[config.mk]
export PLATFORM = sky130hd
export DESIGN_NAME = event_match_counter
export DESIGN_NICKNAME = d
export VERILOG_FILES = /design/src/rtl/emc_pkg.sv /design/src/rtl/emc_ctrl.sv /design/src/rtl/emc_datapath.sv /design/src/rtl/event_match_counter.sv
export SDC_FILE = /design/constraint.sdc
export NUM_CORES = 1
export LEC_CHECK = 0
export ABC_AREA = 1
export ABC_CLOCK_PERIOD_IN_PS = 1850
export CORE_MARGIN = 2
export CORE_UTILIZATION = 29
export CTS_BUF_LIST = sky130_fd_sc_hd__clkbuf_8
export CTS_CLUSTER_DIAMETER = 200
export DETAILED_ROUTE_END_ITERATION = 10
export RECOVER_POWER = 25
export SETUP_SLACK_MARGIN = 0.4
export SLEW_MARGIN = 0
export SYNTH_ARGS = -nofsm -noshare
export SYNTH_HDL_FRONTEND = slang
export SYNTH_SLANG_ARGS = --single-unit
[constraint.sdc]
create_clock -name clk -period 1.85 [get_ports clk]
set_input_delay 0.4625 -clock clk [delete_from_list [all_inputs] [get_ports clk]]
set_output_delay 0.4625 -clock clk [all_outputs]
set_load 0.05 [all_outputs]
[src/rtl/emc_pkg.sv]
package emc_pkg;

  typedef enum logic [1:0] {
    EDGE_NONE = 2'b00,
    EDGE_RISE = 2'b01,
    EDGE_FALL = 2'b10,
    EDGE_BOTH = 2'b11
  } edgeSel_e;

  localparam logic [2:0] MODE_EVENT = 3'b001;

  typedef struct packed {
    logic active;     // block is counting this cycle
    logic startPulse; // first active cycle after a stop
    logic evEdge;     // a selected event edge is seen this cycle
  } ctrlStrobe_t;

endpackage

[src/rtl/emc_ctrl.sv]
module emc_ctrl
  import emc_pkg::*;
#(
  parameter int SYNC_STAGES = 2
) (
  input  logic        clk,
  input  logic        rstN,
  input  logic        runEn,
  input  logic [2:0]  modeSel,
  input  logic [1:0]  edgeSel,
  input  logic        evtIn,
  output ctrlStrobe_t strobe
);

  localparam int LAST = SYNC_STAGES - 1;

  logic [LAST:0] syncReg;
  logic          lvlPrev;
  logic          activePrev;
  logic          lvlNow;
  logic          riseSeen;
  logic          fallSeen;
  logic          edgeHit;
  logic          activeNow;

  // synchronizer chain for the asynchronous event line
  generate
    if (SYNC_STAGES == 1) begin : g_sync1
      always_ff @(posedge clk) begin
        if (!rstN) syncReg <= '0;
        else       syncReg <= evtIn;
      end
    end else begin : g_syncN
      always_ff @(posedge clk) begin
        if (!rstN) syncReg <= '0;
        else       syncReg <= {syncReg[LAST-1:0], evtIn};
      end
    end
  endgenerate

  assign lvlNow = syncReg[LAST];

  always_ff @(posedge clk) begin
    if (!rstN) begin
      lvlPrev    <= 1'b0;
      activePrev <= 1'b0;
    end else begin
      lvlPrev    <= lvlNow;
      activePrev <= activeNow;
    end
  end

  assign riseSeen = lvlNow & ~lvlPrev;
  assign fallSeen = ~lvlNow & lvlPrev;

  always_comb begin
    unique case (edgeSel_e'(edgeSel))
      EDGE_RISE: edgeHit = riseSeen;
      EDGE_FALL: edgeHit = fallSeen;
      EDGE_BOTH: edgeHit = riseSeen | fallSeen;
      default:   edgeHit = 1'b0;
    endcase
  end

  assign activeNow = runEn && (modeSel == MODE_EVENT);

  always_comb begin
    strobe.active     = activeNow;
    strobe.startPulse = activeNow & ~activePrev;
    strobe.evEdge     = activeNow & edgeHit;
  end

  // with no edge selected, no event ever reaches the datapath
  p_none_selected_r3: assert property (@(posedge clk) disable iff (!rstN)
    (edgeSel == 2'b00) |-> !strobe.evEdge);

  // a mode other than event counting keeps the block stopped
  p_mode_gate_r7: assert property (@(posedge clk) disable iff (!rstN)
    (modeSel != MODE_EVENT) |-> !strobe.active);

endmodule

[src/rtl/emc_datapath.sv]
module emc_datapath
  import emc_pkg::*;
#(
  parameter int WIDTH = 16
) (
  input  logic             clk,
  input  logic             rstN,
  input  ctrlStrobe_t      strobe,
  input  logic             cmpWrEn,
  input  logic [WIDTH-1:0] cmpWrData,
  output logic [WIDTH-1:0] count,
  output logic             matchIrq
);

  localparam logic [WIDTH-1:0] IDLE_VAL = '1;
  localparam logic [WIDTH-1:0] ONE      = WIDTH'(1);

  logic [WIDTH-1:0] cmpReg;
  logic [WIDTH-1:0] cmpBuf;
  logic [WIDTH-1:0] countQ;
  logic             armed;
  logic             irqQ;

  logic             matchNow;
  logic             reload;
  logic [WIDTH-1:0] bufEff;
  logic [WIDTH-1:0] nextCount;
  logic             irqNext;

  always_ff @(posedge clk) begin
    if (!rstN)        cmpReg <= '0;
    else if (cmpWrEn) cmpReg <= cmpWrData;
  end

  always_comb begin
    matchNow = armed && strobe.evEdge && (countQ == cmpBuf);
    reload   = strobe.startPulse || matchNow;
    bufEff   = reload ? cmpReg : cmpBuf;
    if (!armed || matchNow) nextCount = '0;
    else                    nextCount = countQ + ONE;
    irqNext  = strobe.evEdge && (nextCount == bufEff);
  end

  always_ff @(posedge clk) begin
    if (!rstN) begin
      cmpBuf <= '0;
      countQ <= IDLE_VAL;
      armed  <= 1'b0;
      irqQ   <= 1'b0;
    end else if (!strobe.active) begin
      countQ <= IDLE_VAL;
      armed  <= 1'b0;
      irqQ   <= 1'b0;
    end else begin
      cmpBuf <= bufEff;
      if (strobe.evEdge) begin
        countQ <= nextCount;
        armed  <= 1'b1;
        irqQ   <= irqNext;
      end else begin
        irqQ   <= 1'b0;
      end
    end
  end

  assign count    = countQ;
  assign matchIrq = irqQ;

  // a stopped block rests at all ones
  p_idle_value_r1: assert property (@(posedge clk) disable iff (!rstN)
    !strobe.active |=> (countQ == IDLE_VAL));

  // a counted edge below the match steps by exactly one
  p_step_one_r2: assert property (@(posedge clk) disable iff (!rstN)
    (strobe.active && armed && strobe.evEdge && countQ != cmpBuf)
      |=> (countQ == $past(countQ) + ONE));

  // without an edge the count does not move
  p_hold_no_edge_r2: assert property (@(posedge clk) disable iff (!rstN)
    (strobe.active && !strobe.evEdge) |=> $stable(countQ));

  // an edge at the buffered value clears the count
  p_clear_on_match_r4: assert property (@(posedge clk) disable iff (!rstN)
    (strobe.active && armed && strobe.evEdge && countQ == cmpBuf)
      |=> (countQ == '0));

  // the interrupt appears only with the count at the buffered value
  p_irq_at_value_r5: assert property (@(posedge clk) disable iff (!rstN)
    matchIrq |-> (countQ == cmpBuf));

  // a stop cycle never lets an interrupt through
  p_irq_stopped_r8: assert property (@(posedge clk) disable iff (!rstN)
    !strobe.active |=> !matchIrq);

endmodule

[src/rtl/event_match_counter.sv]
module event_match_counter
  import emc_pkg::*;
#(
  parameter int WIDTH       = 16,
  parameter int SYNC_STAGES = 2
) (
  input  logic             clk,
  input  logic             rstN,
  input  logic             runEn,
  input  logic [2:0]       modeSel,
  input  logic [1:0]       edgeSel,
  input  logic             cmpWrEn,
  input  logic [WIDTH-1:0] cmpWrData,
  input  logic             evtIn,
  output logic [WIDTH-1:0] count,
  output logic             matchIrq
);

  ctrlStrobe_t strobe;

  emc_ctrl #(.SYNC_STAGES(SYNC_STAGES)) u_ctrl (
    .clk     (clk),
    .rstN    (rstN),
    .runEn   (runEn),
    .modeSel (modeSel),
    .edgeSel (edgeSel),
    .evtIn   (evtIn),
    .strobe  (strobe)
  );

  emc_datapath #(.WIDTH(WIDTH)) u_datapath (
    .clk       (clk),
    .rstN      (rstN),
    .strobe    (strobe),
    .cmpWrEn   (cmpWrEn),
    .cmpWrData (cmpWrData),
    .count     (count),
    .matchIrq  (matchIrq)
  );

endmodule

==> After elaboration in Yosys (flattened, before gate mapping) <==
Index checks and enable logic that the tools add are counted.
{ "totals": {"regBits": 54, "input_bits": 26, "elab_cells": 35} }
{ "op_classes": {"addsub": 1, "eq_ne": 6, "n_mux": 3, "bitwise_logic": 8, "n_reduce_logical": 9} }
{ "op_table": {"columns": ["cell", "n"], "rows": [
  ["$eq A16 B16 Y1", 2],
  ["$mux W16", 2],
  ["$add A16 B1 Y16 const B", 1],
  ["$and A1 B1 Y1", 4],
  ["$eq A2 B2 Y1 const B", 2],
  ["$logic_and A1 B1 Y1", 4],
  ["$eq A3 B1 Y1 const B", 1],
  ["$not A1 Y1", 3],
  ["$pmux W1 S3", 1],
  ["$reduce_and A3 Y1", 1],
  ["$eq A2 B1 Y1 const B", 1],
  ["$logic_or A1 B1 Y1", 2],
  ["$reduce_and A2 Y1", 1],
  ["$logic_not A1 Y1", 1],
  ["$or A1 B1 Y1", 1]
]} }

==> Depth between registers and ports, before layout <==
Gate-level depths: netlist of run 1.
{ "depth": {"depth_word": 11, "ltp_mapped": 18} }

==> By module <==
From an unflattened synthesis of run 1, not the netlist that was laid out.
{ "unflattened": {"hier_cells": 543, "area_unflattened_um2": 3285.7} }
{ "by_module_without_submodules": {"columns": ["module", "instances", "cells_per_inst", "area_each_um2", "seq_area_each_um2"], "rows": [
  ["emc_datapath", 1, 509, 3067.9, 1001.0],
  ["emc_ctrl", 1, 34, 217.7, 80.1]
]} }

==> Least setup slack after synthesis of run 1 <==
OpenSTA, ideal clock, no wires.
{ "synth_path": {"kind": "flip-flop to flip-flop", "from": "register u_datapath.countQ[1] (netlist: u_datapath.count[1])", "to": "register u_datapath.irqQ (netlist: u_datapath.matchIrq)", "setup_ns": 0.064, "arrival_ns": 2.158, "slack_ns": -0.372, "stages_incl_launch_ff": 14, "path_buffers": 0, "synth_period_minus_slack_ns": 2.222, "path_cell_list": "dfxtp_1 -> ha_1 -> nand3_1 -> nor2_1 -> nand3_1 -> nor2_1 -> xor2_1 -> nor2_1 -> o211ai_1 -> nand2_1 -> nand2_1 -> nor2_1 -> nand2_1 -> nor2_1"} }
{ "synth_via": {"elab_chain_cells": 6, "elab_cells_between_ends": 9, "cone_classes": "add/sub (1); eq/ne (2); mux (2); reduce/logical (4)"} }
{ "synth_rtl": {"columns": ["element", "line", "rtl"], "rows": [
  ["from (decl)", "emc_datapath.sv:20", "logic [WIDTH-1:0] countQ;"],
  ["from (signal assigned)", "emc_datapath.sv:57", "countQ <= nextCount;"],
  ["parallel branches: the longest is 4 deep, another holds $add A16 B1 Y16", null, null],
  ["$eq A16 B16 Y1 *", "emc_datapath.sv:41", "irqNext = strobe.evEdge && (nextCount == bufEff);"],
  ["$logic_and A1 B1 Y1 *", "emc_datapath.sv:41", null],
  ["to (signal assigned)", "emc_datapath.sv:59", "irqQ <= irqNext;"],
  ["to (decl)", "emc_datapath.sv:22", "logic irqQ;"]
]} }
Every way passes the cells marked *.
A chain may end at the register's enable or synchronous reset.

==> Worst setup path in the final report of run 1 <==
{ "layout_path": {"from": "register u_ctrl.lvlPrev", "to": "register u_datapath.irqQ (netlist: u_datapath.matchIrq)"} }
{ "layout_via": {"elab_chain_cells": 11, "elab_cells_between_ends": 15, "cone_classes": "eq/ne (1); mux (3); bitwise (5); reduce/logical (6)"} }
{ "layout_rtl": {"columns": ["element", "line", "rtl"], "rows": [
  ["from (decl)", "emc_ctrl.sv:18", "logic lvlPrev;"],
  ["from (signal assigned)", "emc_ctrl.sv:48", "lvlPrev <= lvlNow;"],
  ["$not A1 Y1", "emc_ctrl.sv:53", "assign riseSeen = lvlNow & ~lvlPrev;"],
  ["$and A1 B1 Y1", "emc_ctrl.sv:53", null],
  ["$or A1 B1 Y1", "emc_ctrl.sv:60", "EDGE_BOTH: edgeHit = riseSeen | fallSeen;"],
  ["$pmux W1 S3 *", "emc_ctrl.sv:57", "unique case (edgeSel_e'(edgeSel))"],
  ["$and A1 B1 Y1 *", "emc_ctrl.sv:70", "strobe.evEdge = activeNow & edgeHit;"],
  ["$logic_and A1 B1 Y1 (2 in a row)", "emc_datapath.sv:36", "matchNow = armed && strobe.evEdge && (countQ == cmpBuf);"],
  ["$logic_or A1 B1 Y1, on equally long branches", "emc_datapath.sv:39, emc_datapath.sv:37", null],
  ["$mux W16, on equally long branches", "emc_datapath.sv:39, emc_datapath.sv:38", null],
  ["$eq A16 B16 Y1", "emc_datapath.sv:41", null],
  ["$logic_and A1 B1 Y1", "emc_datapath.sv:41", null]
]} }
Mark *: on every way between the ends. The rest lies on a longest branch, timed or not.

==> results of run 1 <==
[worst max-delay path: stages (launching register included)]
cell	delay, ns
sky130_fd_sc_hd__dfxtp_2	0.35
sky130_fd_sc_hd__inv_2	0.04
sky130_fd_sc_hd__ha_4	0.20
sky130_fd_sc_hd__inv_2	0.05
sky130_fd_sc_hd__nand2_2	0.04
sky130_fd_sc_hd__nand3_2	0.09
sky130_fd_sc_hd__nand2_4	0.06
sky130_fd_sc_hd__nor2_4	0.10
sky130_fd_sc_hd__nand3_4	0.17
sky130_fd_sc_hd__buf_12	0.19
sky130_fd_sc_hd__buf_6	0.13
sky130_fd_sc_hd__nand3_1	0.12
sky130_fd_sc_hd__nand2_1	0.09
sky130_fd_sc_hd__o21ai_2	0.07
sky130_fd_sc_hd__nand3_1	0.09
sky130_fd_sc_hd__nor2_1	0.11
sky130_fd_sc_hd__nand2_1	0.06
sky130_fd_sc_hd__nor2_1	0.11
[logic make-up after synthesis]
| group | synth area share |
|---|---|
| flip-flops | 0.358 |
| buffers and inverters | 0.111 |
| adder cells (fa/ha/maj) | 0.0124 |
| AND/OR/NAND/NOR | 0.369 |
| AO/OA/AOI/OAI | 0.114 |
| XOR/XNOR | 0.0348 |
[report_power, final]
| part | internal (mW) | total [mW] | switching [mW] | leakage, nW |
|---|---|---|---|---|
| logic | 0.136 | 0.285 | 0.149 | 2.16 |
| clock network | 0.414 | 0.858 | 0.444 | 0.0591 |
| registers | 1.18 | 1.20 | 0.0231 | 0.440 |
[routing by layer]
layer	global-route usage	routed length, um
met1	0.234	4680
met2	0.304	5080
met3	0.0294	574
met4	0.0536	241
met5	0	0
[repair_timing]
action | in CTS | in global routing
pin swaps | 26 | 24
setup buffers | 8 | 13
resized for setup | 120 | 65
setup endpoints to repair | 46 | 43
gates cloned | 3 | 2
[cell type report]
cell class | count | area (um^2)
clock buffers | 5 | 68.8
well taps | 136 | 170
fillers | 955 | 4950
clock inverters | 3 | 47.5
flip-flops and latches | 54 | 1140
multi-input cells | 342 | 2150
inverters | 68 | 272
repair buffers | 143 | 1440
[flip-flops by register name, indices dropped and copies added, names as in the netlist]
signal	cells
u_datapath.matchIrq	1
u_ctrl.syncReg	2
u_datapath.cmpReg	16
u_ctrl.activePrev	1
u_datapath.armed	1
u_ctrl.lvlPrev	1
u_datapath.cmpBuf	16
u_datapath.count	16
[path summary, 6_finish.rpt]
| kind | to | slack, ns | from | cells after the start |
|---|---|---|---|---|
| max | u_datapath.matchIrq | -0.29 | u_ctrl.lvlPrev | 17 |
| min reg2reg | u_ctrl.syncReg[1] | 0.42 | u_ctrl.syncReg[0] | 2 |
| max reg2reg | u_datapath.matchIrq | -0.29 | u_ctrl.lvlPrev | 17 |
| min | u_ctrl.syncReg[1] | 0.42 | u_ctrl.syncReg[0] | 2 |
[stage by stage]
stage / power [mW] / setup slack, ns / cells / util / cell area, um^2
floorplan: 1.34 / 0.0135 / 476 / - / 3170
global placement: 1.45 / -0.565 / 717 / 0.412 / 4220
detailed placement: 1.46 / -0.631 / 717 / 0.412 / 4220
CTS: 2.34 / -0.246 / 736 / 0.479 / 4900
global route: 2.44 / -0.454 / 751 / 0.516 / 5280
finish: 2.35 / -0.294 / 751 / 0.516 / 5280
[placed cells by master, fill, tap and decap left out, drive strengths merged]
| cell type | n |
|---|---|
| a21boi | 1 |
| a21oi | 18 |
| buf | 116 |
| bufinv | 1 |
| clkbuf | 7 |
| clkdlybuf4s50 | 18 |
| clkinv | 2 |
| clkinvlp | 1 |
| dfxtp | 54 |
| dlygate4sd2 | 6 |
| dlygate4sd3 | 1 |
| ha | 3 |
| inv | 67 |
| nand2 | 151 |
| nand3 | 40 |
| nand3b | 6 |
| nand4 | 4 |
| nor2 | 65 |
| o211ai | 17 |
| o21ai | 24 |
| or2 | 1 |
| xnor2 | 1 |
| xor2 | 11 |
==> impl_summary.md, run 1 <==
Outcome
The run finished, with violations left. The checks that failed: negative setup slack.

Clocking
In this run the number of H-tree levels came out at 2. After clock tree synthesis, the clock-pin slew on the worst setup and hold paths is 0.10 ns. The clock passes through at most 2 buffers. TritonCTS built the clock tree.

The later-pin clock latency in the skew report is 0.32 ns. The clock drives 54 sinks. The number of clock buffers added by TritonCTS is 5. The number of hold buffers added after CTS was 0. In this run the clock root is driven by a sky130_fd_sc_hd__clkbuf_8.

Power
The leakage power is 2.66 nW. The cell area power density is 444 nW/um^2. Across the VDD grid, the largest voltage drop is 0.400 mV.

Floorplanning
In this run the count of I/O pins placed on the die edge is 43. The floorplan die width is 106 um. The y dimension of the die is 106 um. The die covers 11300 um^2. The initialized floorplan defines 37 standard-cell rows. The core outline area is 10200 um^2. The initial utilization of the core area, before any placement, comes to 0.295.

Final layout
0 antenna diodes ended up in the layout. From synthesis to final layout, the design area changed by 74.8%. Of the cells placed in the final design, the portion with a size suffix greater than 1 is 0.403. The count of nets after finishing is 643.

Timing
Setup violations remaining at the end of the flow were counted as 5. Hold is met by 0.418 ns. The maximum operating frequency is 466 MHz. Adding up every negative setup slack in the final design gives -0.871 ns. Of the available clock period, the critical path in the final layout requires 1.16. The actual slew at the worst max-slew pin is 0.622 ns. Setup repair after global routing could not meet its margin everywhere. The maximum clock skew at final layout is 0.00897 ns.

The clock period minus final worst setup slack is 2.14 ns. The post-layout worst setup margin is -0.294 ns. The hold violation count in the final report was 0. The worst relative slew slack is 0.586. The max-slew violation total from the final report is 0.

Critical path
The launching element type of the critical path is a flip-flop. The worst setup path is captured at a flip-flop. The arrival time reported for the critical path endpoint is 2.40 ns. The biggest fanout along the worst timing path is 6. The setup path with the least slack is of type reg2reg. The required time reported for the critical path endpoint is 2.11 ns.

Drt
The final antenna-violating net count is 0. In the routed design, unresolved DRC markers number 0. The violation count after the first detailed-route iteration is 204. Using the TritonRoute via totals, the vias-per-cell ratio works out to 4.71. Summed over all layers, the routed wires come to 10600 um.

The first detailed-routing pass took 5 iterations. Across all layers, the routed design uses 3535 vias. The average wire per cell in the routed design is 14.1 um.

GRT
The global-route wire length before repair is 16000 um. The initial antenna violation count was 0. The number of global-route vias before repair is 3332. The total routing usage reported by global routing is 0.179. The total global routing overflow is 0. The largest net degree at the start of global routing is 22.

Synth
The post-synthesis cell type count is 27. sky130_fd_sc_hd__nand2_1 is the most common cell in the netlist. The flip-flop and latch count after synthesis is 54.

The synthesized design contains 0 enable-type register cells. The leading area contributor after synthesis is sky130_fd_sc_hd__dfxtp_1. Counting instances in the post-synthesis netlist gives the leading cell types as sky130_fd_sc_hd__nand2_1, sky130_fd_sc_hd__nor2_1, sky130_fd_sc_hd__inv_1.

The Yosys step of the flow raised 0 warnings. Synthesis produced a netlist with a net count of 505. After synthesis, the mean cell area works out to 6.35 um^2. The most used flip-flop cell after synthesis is sky130_fd_sc_hd__dfxtp_1. The sequential cell area fraction in the yosys report is 0.358. The share of synthesized area in the top cell type comes to 0.358. By area the synthesized netlist is led by sky130_fd_sc_hd__dfxtp_1, sky130_fd_sc_hd__nand2_1, sky130_fd_sc_hd__nor2_1. The cell area that synthesis handed to floorplanning was 3020 um^2. The synthesized instance count is 476.

Of all flip-flops after synthesis, the portion carrying an async set or reset was 0.

Worst hold path
The worst hold path belongs to the class reg2reg.

Placed design
The final weighted congestion of routability-driven global placement is 0.931. The quantity of I/O buffers inserted on ports is 42. The wire-length estimate of the detail-placed layout is 7020 um.

Flow run
The max capacitance violation total is 0.
Note: power is estimated with default switching activity, not from simulation.
==> run 2: changes to the inputs <==
--- a/config.mk
+++ b/config.mk
@@ -6,12 +6,13 @@
 export NUM_CORES = 1
 export LEC_CHECK = 0
 export ABC_AREA = 1
-export ABC_CLOCK_PERIOD_IN_PS = 1850
+export ABC_CLOCK_PERIOD_IN_PS = 2300
 export CORE_MARGIN = 2
 export CORE_UTILIZATION = 29
 export CTS_BUF_LIST = sky130_fd_sc_hd__clkbuf_8
 export CTS_CLUSTER_DIAMETER = 200
 export DETAILED_ROUTE_END_ITERATION = 10
+export MAX_ROUTING_LAYER = met4
 export RECOVER_POWER = 25
 export SETUP_SLACK_MARGIN = 0.4
 export SLEW_MARGIN = 0
==> constraint.sdc (replaced) <==
create_clock -name clk -period 2.3 [get_ports clk]
set_input_delay 0.575 -clock clk [delete_from_list [all_inputs] [get_ports clk]]
set_output_delay 0.575 -clock clk [all_outputs]
set_load 0.05 [all_outputs]
==> run 2 against run 1 <==
The run now ends clean. Total power fell by 23%. Final cell count shrank 6.0%. Non-clock buffer count down 42. Via count decreased by 8.2%. Die area did not move. Count of clock-buffer cells in the layout unchanged. Routed wire length decreased by 16%. Worst setup slack improved by 0.45 ns. First-iteration DRC count up 4.4%. Register-to-register slack improved by 0.45 ns. Hold slack worse by 0.0024 ns. Critical path depth is 2 lower. Critical path type unchanged. Largest cell class unchanged. Largest power group unchanged.
==> impl_summary.md, run 2 (same netlist as run 1, synthesis figures left out) <==
Outcome
The flow ran to the end, and the final reports show no timing, DRC or antenna violations.

Clocking
The number of clock buffers inserted by TritonCTS is 5. The later-pin clock latency in the skew report is 0.31 ns. Clock tree synthesis found a total of 54 sinks. The cts-stage hold buffer count is 0. The clock transition at the registers of the reported paths is 0.10 ns. Counting along the longest clock path gives a buffer depth of 2. The TritonCTS clock tree is built. The number of levels the H-tree was split into is 2.

In this run the clock root is driven by a sky130_fd_sc_hd__clkbuf_8.

Critical path
For the worst setup path, the data arrival time is 2.40 ns. In this run the register-to-register setup slack is 0.16 ns. For the worst setup path, the data required time is 2.56 ns. The worst setup path is captured at a flip-flop. The worst setup path is launched from a flip-flop. The class of the most critical setup path is reg2reg.

In this run the worst path has a maximum fanout of 6.

Flow run
The max capacitance violation total is 0.

GRT
For this run, global-route usage on met1 was measured as 0.225. Summed over all layers, the global routing overflow is 0. For this run, global-route usage on met2 was measured as 0.265. The peak-usage layer in the global routing report is met2.

In the global route stage, overall resource usage came out at 0.165. The largest net degree at the start of global routing is 25. The number of global-route vias before repair came to 2940. The initial antenna violation count is 0. The first global-routing pass estimated 14500 um of wire. The met3 routing resource usage after global routing is 0.0239.

Timing
The worst relative slew slack is 0.602. The actual slew at the worst max-slew pin is 0.596 ns. Setup violations remaining at the end of the flow were counted as 0. The maximum clock skew at final layout is 0.00869 ns. The hold violation count in the final report is 0. After layout, the worst setup slack is 0.156 ns. For the finished layout, the period the worst path requires is 2.14 ns. The max-slew violation total from the final report is 0.

Setup repair after global routing could not meet its margin everywhere. The portion of the clock cycle consumed by the worst path in the final layout is 0.932. Based on the critical path, the design can be clocked at up to 466 MHz.

Final layout
The synthesis-to-layout area growth is 42.3%. The count of nets after finishing is 598. Once layout is complete, the utilization of the core stands at 0.420.

The commonest non-fill, non-tap cell in the layout is sky130_fd_sc_hd__nand2_1. The fraction of layout cells with a size suffix above 1 is 0.251. The top cell types in the final layout, fill and taps aside, are sky130_fd_sc_hd__nand2_1, sky130_fd_sc_hd__inv_1, sky130_fd_sc_hd__nor2_1, sky130_fd_sc_hd__buf_4, sky130_fd_sc_hd__nand3_1. 0 antenna diodes ended up in the layout.

Floorplanning
The core outline area is 10200 um^2. In this run the horizontal extent of the chip is 106 um. The initial core utilization is 0.295. The total I/O pin count is 43. The floorplan step set the die height to 106 um. The full die area is 11300 um^2. The row count is 37.

Drt
The overall routed net length is 8890 um. In the routed layout, each cell is associated on average with a via count of 4.60. The final antenna-violating net count is 0. The total DRC errors in the routed layout is 0. In the final routed layout, each cell accounts on average for 12.6 um. The via count of the routed design is 3246. The first detailed-routing pass took 5 iterations.

The violation count after the first detailed-route iteration is 213.

Placed design
The quantity of I/O buffers inserted on ports is 42. The final weighted congestion of routability-driven global placement is 0.913. The setup slack at placement is -0.339 ns. The placed wire-length estimate is 6620 um.

Power
The overall power is 1.81 mW. In this run the power density over the cells is 421 nW/um^2. The leakage power is 2.13 nW. IR analysis of the VDD net gives a maximum drop of 0.257 mV.

Worst hold path
The worst hold path belongs to the class reg2reg.
run 2: cell types whose count changed in the layout (fill, tap and decap cells not counted), moves of 7 or more:
cell,before,now
sky130_fd_sc_hd__nor2_4,15,4
sky130_fd_sc_hd__nand2_1,113,132
sky130_fd_sc_hd__dlygate4sd2_1,6,20
sky130_fd_sc_hd__dfxtp_2,8,15
sky130_fd_sc_hd__dfxtp_4,12,5
sky130_fd_sc_hd__nand2_4,17,1
sky130_fd_sc_hd__buf_4,65,45
sky130_fd_sc_hd__buf_8,10,0
sky130_fd_sc_hd__buf_6,33,13
sky130_fd_sc_hd__nand3_1,27,35
run 2: power breakdown:
part	internal, mW	switching, mW
Sequential	0.958	0.0154
Clock	0.321	0.323
Combinational	0.0934	0.0995
run 2: area by class of cell:
class / instances / area, um^2
timing repair buffer: 101 / 883
multi-input combinational: 339 / 1760
clock buffer: 5 / 68.8
sequential: 54 / 1120
inverter: 68 / 259
tap: 136 / 170
clock inverter: 3 / 41.3
fill: 1067 / 5930
run 2: critical path, cell delays in order, from the launching register on:
cell and delay (ns):
sky130_fd_sc_hd__dfxtp_4 0.40, sky130_fd_sc_hd__clkinvlp_4 0.14, sky130_fd_sc_hd__nand2_1 0.09, sky130_fd_sc_hd__nand2_1 0.06
sky130_fd_sc_hd__nor2_2 0.11, sky130_fd_sc_hd__nand2_1 0.07, sky130_fd_sc_hd__nor2_2 0.15, sky130_fd_sc_hd__nand3_4 0.16
sky130_fd_sc_hd__buf_6 0.18, sky130_fd_sc_hd__nand3b_1 0.18, sky130_fd_sc_hd__nand3_1 0.11, sky130_fd_sc_hd__nand2_1 0.09
sky130_fd_sc_hd__nand2_1 0.05, sky130_fd_sc_hd__nor2_1 0.11, sky130_fd_sc_hd__nand3_1 0.09, sky130_fd_sc_hd__nor2_1 0.10
run 2: timing repair:
item,in CTS,in global routing
pin swaps,13,18
buffers inserted,9,9
resized for setup,53,28
endpoints found under the setup margin,42,28
cloned,0,0
run 2: worst paths after layout:
check	from	to	depth (start not counted)
max reg2reg	u_datapath.count[0]	u_datapath.matchIrq	15
max	u_datapath.count[0]	u_datapath.matchIrq	15
min reg2reg	u_ctrl.syncReg[0]	u_ctrl.syncReg[1]	2
min	u_ctrl.syncReg[0]	u_ctrl.syncReg[1]	2
run 2: per-layer routing:
metal | wire (um) | vias to the layer above
met2 | 4010 | 94
met1 | 4360 | 1453
met3 | 409 | 12
met4 | 107 | 0
li1 | - | 1687
met5 | 0 | -
run 2: per-stage QoR:
stage	area (um^2)	std cells	TNS [ns]	hold slack, ns
floorplan	3090	476	0	0.390
global route	4300	706	0	0.458
global placement	3900	680	-1.19	0.392
CTS	4150	697	0	0.419
finish	4300	706	0	0.415
detailed placement	3900	680	-1.23	0.402
